==> config.mk <==
export PLATFORM = sky130hd
export DESIGN_NAME = rot_pair_check
export DESIGN_NICKNAME = d
export VERILOG_FILES = /design/src/rtl/rot_pair_check.sv
export SDC_FILE = /design/constraint.sdc
export NUM_CORES = 1
export LEC_CHECK = 0
export BUFFER_PORTS_ARGS = -buffer_cell sky130_fd_sc_hd__buf_4
export CORE_AREA = 2 2 226 228
export CTS_CLUSTER_DIAMETER = 80
export DETAILED_ROUTE_END_ITERATION = 7
export DIE_AREA = 0 0 228 230
export PLACE_DENSITY_LB_ADDON = 0.25
export SETUP_SLACK_MARGIN = 0.1
export SLEW_MARGIN = 10
export SYNTH_ARGS = -nofsm -noshare
export SYNTH_HDL_FRONTEND = slang
export SYNTH_SLANG_ARGS = --single-unit
==> constraint.sdc <==
create_clock -name clk -period 6.1 [get_ports clk]
set_input_delay 0.915 -clock clk [delete_from_list [all_inputs] [get_ports clk]]
set_output_delay 0.915 -clock clk [all_outputs]
set_load 0.02 [all_outputs]
==> src/rtl/rot_pair_check.sv <==
module rot_pair_check #(
  parameter int W = 32
) (
  input  logic           clk,
  input  logic           rst,
  input  logic           round_vld,
  input  logic [4*W-1:0] col_in,
  output logic [4*W-1:0] col_out,
  output logic [5*W-1:0] slice_in,
  input  logic [5*W-1:0] slice_out,
  output logic           fault
);
  localparam int NC   = 4;
  localparam int NS   = NC + 1;
  localparam int CW   = $clog2(NS);
  localparam logic [CW-1:0] LAST = CW'(NS - 1);

  logic [CW-1:0] cfg;
  logic [NC:1]   own;
  logic [NS-1:0] eq;
  logic [7:0]    eq_x;
  logic [CW-1:0] sel;
  logic          eq_sel;

  assign slice_in[0 +: W] = col_in[0 +: W];

  for (genvar j = 1; j <= NC; j++) begin : g_up
    assign own[j] = (cfg != LAST) && ((CW'(j) + cfg) >= LAST);
    assign slice_in[j*W +: W] = own[j] ? col_in[(j-1)*W +: W]
                                       : col_in[(j%NC)*W +: W];
  end

  for (genvar c = 0; c < NC; c++) begin : g_dn
    assign col_out[c*W +: W] = own[c+1] ? slice_out[(c+1)*W +: W]
                                        : slice_out[c*W +: W];
  end

  for (genvar k = 0; k < NS; k++) begin : g_eq
    assign eq[k] = slice_out[k*W +: W] == slice_out[((k+NS-1)%NS)*W +: W];
    AST_PAIR_SHARED: assert property (@(posedge clk) disable iff (rst)
      (sel == CW'(k)) |-> slice_in[k*W +: W] == slice_in[((k+NS-1)%NS)*W +: W]);
  end

  assign sel    = LAST - cfg;
  assign eq_x   = 8'(eq);
  assign eq_sel = eq_x[sel];

  always_ff @(posedge clk) begin
    if (rst) begin
      cfg   <= '0;
      fault <= 1'b0;
    end else if (round_vld) begin
      cfg <= (cfg == LAST) ? '0 : cfg + 1'b1;
      if (!eq_sel) fault <= 1'b1;
    end
  end

  AST_CFG_RANGE: assert property (@(posedge clk) disable iff (rst) cfg <= LAST);
  AST_CFG_HOLD: assert property (@(posedge clk) disable iff (rst)
    !round_vld |=> $stable(cfg));
  AST_CFG_WRAP: assert property (@(posedge clk) disable iff (rst)
    (round_vld && cfg == LAST) |=> cfg == '0);
  AST_FAULT_SET: assert property (@(posedge clk) disable iff (rst)
    (round_vld && !eq_sel) |=> fault);
  AST_FAULT_QUIET: assert property (@(posedge clk) disable iff (rst)
    (!fault && !(round_vld && !eq_sel)) |=> !fault);
  AST_FAULT_STICKY: assert property (@(posedge clk) disable iff (rst)
    fault |=> fault);
endmodule

After elaboration in Yosys (flattened, before gate mapping)
Cells that the tools add are included.
- $add $sub $neg: 5
- $lt $le $gt $ge: 5
- eq/ne operators: 7
- mux-type cells: 11
- bitwise operators: 1
- reductions and logical operators: 5
- operators by type and width (kind ; number):
    32-bit two-way mux ; 8
    32-bit == test ; 5
    3-bit >= comparator (second input constant) ; 4
    2-bit by 3-bit adder with 3-bit output (first input constant) ; 2
    1-bit logical AND ; 4
    3-bit by 4-bit less-than comparator with 1-bit output (second input constant) ; 1
    3-bit by 1-bit adder with 3-bit output (second input constant) ; 1
    3-bit adder (first input constant) ; 1
    1-bit binary-select mux with 3-bit select ; 1
    3-bit == test (second input constant) ; 1
    3-bit two-way mux ; 1
    3-bit != test (second input constant) ; 1
    3-bit subtractor (first input constant) ; 1
    2-bit AND reduction ; 1
    1-bit two-way mux ; 1
    1-bit inverter ; 1
- register bits after elaboration: 4
- input port bits: 291
- logic and storage cells: 36

Depth between registers and ports, before layout
- depth in word-level cells: 5
- gate-level depth with buffers: 10
- gate-level depth less buffers: 10

Worst setup path after synthesis
No wires, ideal clock.
- path type: register to output
- start: register cfg[0]
- end: output col_out[32]
- arrival time: 1.891 ns
- slack: 3.294 ns
- cell stages (with the launch flop): 8
- path buffers: 2
- cells stage by stage: dfxtp_1 > inv_2 > ha_1 > ha_1 > nor2b_1 > buf_2 > buf_2 > mux2_2
- longest elaborated chain between the ends: 4
- RTL lines (element ; RTL line ; text):
    start, declared ; 18 ; logic [CW-1:0] cfg;
    start signal, assigned ; 53 ; cfg <= (cfg == LAST) ? '0 : cfg + 1'b1;
    2-bit by 3-bit adder with 3-bit output ; 28 ; assign own[j] = (cfg != LAST) && ((CW'(j) + cfg) >= LAST);
    3-bit >= comparator ; 28 ;
    1-bit logical AND (*) ; 28 ;
    32-bit two-way mux (*) ; 34 ; assign col_out[c*W +: W] = own[c+1] ? slice_out[(c+1)*W +: W]
    end, declared ; 8 ; output logic [4*W-1:0] col_out,
Every way passes the cells marked *; elsewhere a longest branch is shown, timed or not.

Final worst setup path
- start: register cfg[0]
- end: output slice_in[157]
- longest elaborated chain between the ends: 4
- RTL lines (element ; RTL line ; text):
    3-bit adder ; 28 ;
    3-bit >= comparator ; 28 ;
    1-bit logical AND (*) ; 28 ;
    32-bit two-way mux (*) ; 29 ; assign slice_in[j*W +: W] = own[j] ? col_in[(j-1)*W +: W]
    end, declared ; 9 ; output logic [5*W-1:0] slice_in,
Marks and branches as above.

==> impl_metrics.csv <==
group,metric,value,unit
setup_path,crit_path_start_kind,"flip-flop",
global_routing,antenna_violations_before_repair,5,
global_routing,first_global_vias,7100,
sta,slew_violations,0,
setup_path,critical_path_class,"reg -> out",
synthesis,yosysWarningCount,0,
sta,clock_skew,2.55,ps
clock_network,clock-sinks,4,
synthesis,postSynthCellCount,567,
placement,place.detailed.hpwl,35.8,mm
synthesis,synth_area,5330,sq um
synthesis,postSynthNetCount,863,
final_layout,finish.utilization,20.6,%
clock_network,root_buffer,"sky130_fd_sc_hd__clkbuf_16",
sta,final_tns_setup,0,ps
setup_path,worstPathArrival,3080,ps
final_layout,most-common-layout-cells,"sky130_fd_sc_hd__buf_4 (583), sky130_fd_sc_hd__mux2_2 (246), sky130_fd_sc_hd__xnor2_1 (108), sky130_fd_sc_hd__xor2_1 (53), sky130_fd_sc_hd__nand4_1 (30)",
clock_network,cts_buffers,3,
clock_network,cts.clk_slew.worst_paths,30,ps
final_layout,final_layout_size_suffix_gt1_share,76.5,%
setup_path,ff2ff_path_depth,10,
die,die_y,230,um
final_layout,finalNetCount,1394,
setup_path,critical_path.reg2reg.endpoint,"fault",
sta,rsz0062_at_grt,"false",
final_layout,most_common_cell_after_layout_fill_and_taps_aside,"sky130_fd_sc_hd__buf_4",
clock_network,cts.repair_timing.setup_buffer_count,0,
sta,setup_viol_count_final,0,
final_layout,fillerInstances,5646,
power,power.density,121,nW/um^2
die,pin_count,580,
placement,globalplace.congestion,0.876,
die,fp.coreArea,49900,sq um
power,max-vdd-ir-drop,0.0698,mV
clock_network,clock_tree.htree_level_count,1,
die,placement_rows,82,
clock_network,postCtsResizedCells,0,
sta,post-route-min-period,4000,ps
setup_path,timing.critical_path.fanout_max,36,
setup_path,endpoint,"slice_in[157]",
global_routing,combined_global_route_utilization_of_all_metal_layers,14.6,%
setup_path,r2r_slack,3480,ps
detailed_routing,drt-wirelength-per-cell,23.0,um
synthesis,synth.avg_cell_area,9.39,sq um
power,sw_pwr,0.000607,W
power,power.share.sequential,2.4,%
die,die_area,52400,sq um
detailed_routing,drt-initial-drc-count,169,
detailed_routing,route.final.wire_length,40.8,mm
setup_path,r2r_startpoint,"cfg[0]",
synthesis,ys_types,26,
setup_path,cp-startpoint,"cfg[0]",
clock_network,clock_tree_from_tritoncts,"done",
final_layout,multi_input_area,4840,sq um
detailed_routing,drtPass1Iterations,4,
sta,timing.final.hold_violations,0,
worst_hold_path,min_path_type,"reg -> reg",
sta,timing.fmax,250,MHz
detailed_routing,detail_route.drc_violations,0,
clock_network,clockBufferDepth,2,
sta,timing.final.crit_share,65.5,%
global_routing,global_route.overflow_total,0,
sta,worst_pin_slew,1060,ps
detailed_routing,vias_per_cell,3.75,
setup_path,setup.worst_path.end_class,"output pin",
placement,numPortBuffers,579,
power,power.share.clock,8.5,%
clock_network,insertion_delay,230,ps
global_routing,grt_start_max_net_pins,65,
flow_run,drv_cap,0,
die,initial_utilization,10.7,%
power,comb_power_share,89.1,%
detailed_routing,antenna_violating_nets_post_route,0,
sta,timing.hold.ws,476,ps
power,cellInternalPower,0.000632,W
sta,maxSlewHeadroom,29.3,%
final_layout,register_area,80.1,sq um
power,leakage,4.43,nW
outcome,result_of_the_run,"completed",
detailed_routing,vias_post_dr,6640,
worst_hold_path,min_from,"cfg[1]",
power,p_sw_share,49.0,%
die,dieWidth,228,um
synthesis,synth.yosys.seq_area_share,1.50,%
final_layout,syn2layout_area_growth,92.6,%
synthesis,ys_ff_latch,4,
setup_path,cp_data_required_time,5180,ps
clock_network,cts_hold_buf,0,
global_routing,grt_first_pass_wirelength,55.2,mm
-- cells by family after synthesis --
| kind of cell | share of synthesized area [%] |
|---|---|
| mux | 54.1 |
| flops | 1.50 |
| simple gates | 7.78 |
| xor+xnor | 26.5 |
| fa+ha+maj | 1.17 |
| buf+inv | 8.06 |
| compound gates | 0.893 |
-- metrics by stage --
stage                     setup WS (ps)  total power [W]  cells  area, sq um
after global placement             2440          0.00115   1765        10200
final                              2100          0.00124   1771        10300
after global routing               1960          0.00130   1768        10300
after CTS                          2080          0.00126   1768        10300
after floorplan                    3290         0.000565    567         5330
after detailed placement           2320          0.00115   1765        10200
-- flip-flops by register name, summed over array words and instances (netlist names) --
register,flops
cfg,3
fault,1
-- area by class of cell --
cell class                      instances  area share [%]
Sequential cell                         4           0.780
Inverter                                6           0.220
Tap cell                              672            8.20
Clock buffer                            3           0.732
Timing Repair Buffer                  584            42.9
Multi-Input combinational cell        499            47.1
Antenna cell                            3          0.0732
-- worst min path at each step --
stage | to | slack, ps | cells past startpoint
final | cfg[1] | 480 | 2
after global routing | cfg[1] | 530 | 2
after CTS | cfg[1] | 480 | 2
after detailed placement | cfg[1] | 470 | 2
after global placement | cfg[1] | 470 | 2
after floorplan | cfg[1] | 450 | 2
-- worst max-delay path: stages (launching register included) --
cell	delay, ps
sky130_fd_sc_hd__dfxtp_1	470
sky130_fd_sc_hd__inv_2	90
sky130_fd_sc_hd__ha_1	220
sky130_fd_sc_hd__ha_1	310
sky130_fd_sc_hd__nor2_4	850
sky130_fd_sc_hd__buf_12	320
sky130_fd_sc_hd__mux2_2	380
sky130_fd_sc_hd__buf_4	160
-- cell usage after synthesis (all sizes together) --
library cell	number	share of area, %
inv	6	0.42
nand3	6	0.56
a211oi	1	0.14
dfxtp	4	1.5
xor2	53	8.7
mux2	256	54
xnor2	108	18
nor4	16	1.9
nor2b	1	0.12
ha	5	1.2
a21oi	4	0.38
nor2	5	0.63
nand2	1	0.070
a31oi	1	0.12
o31a	1	0.16
nor3	9	0.85
clkbuf	1	0.070
nand3b	1	0.14
nand4	30	3.5
o21ai	1	0.094
buf	57	7.6
-- per-layer routing --
metal	routed length [um]	track usage (%)	share of wire [%]
met3	2310	3.19	5.7
met4	644	2.57	1.6
met1	17000	17.7	42
met2	20800	26.7	51
met5	27	0	0.066
-- power by group through the flow --
stage                     clock network, W  registers (W)  logic (W)
after CTS                         0.000107      0.0000299    0.00112
after floorplan                          0      0.0000304   0.000534
after global placement                   0      0.0000301    0.00112
after detailed placement                 0      0.0000303    0.00112
final                             0.000105      0.0000299    0.00110
after global routing              0.000109      0.0000302    0.00116
(Power assumes the default switching activity.)
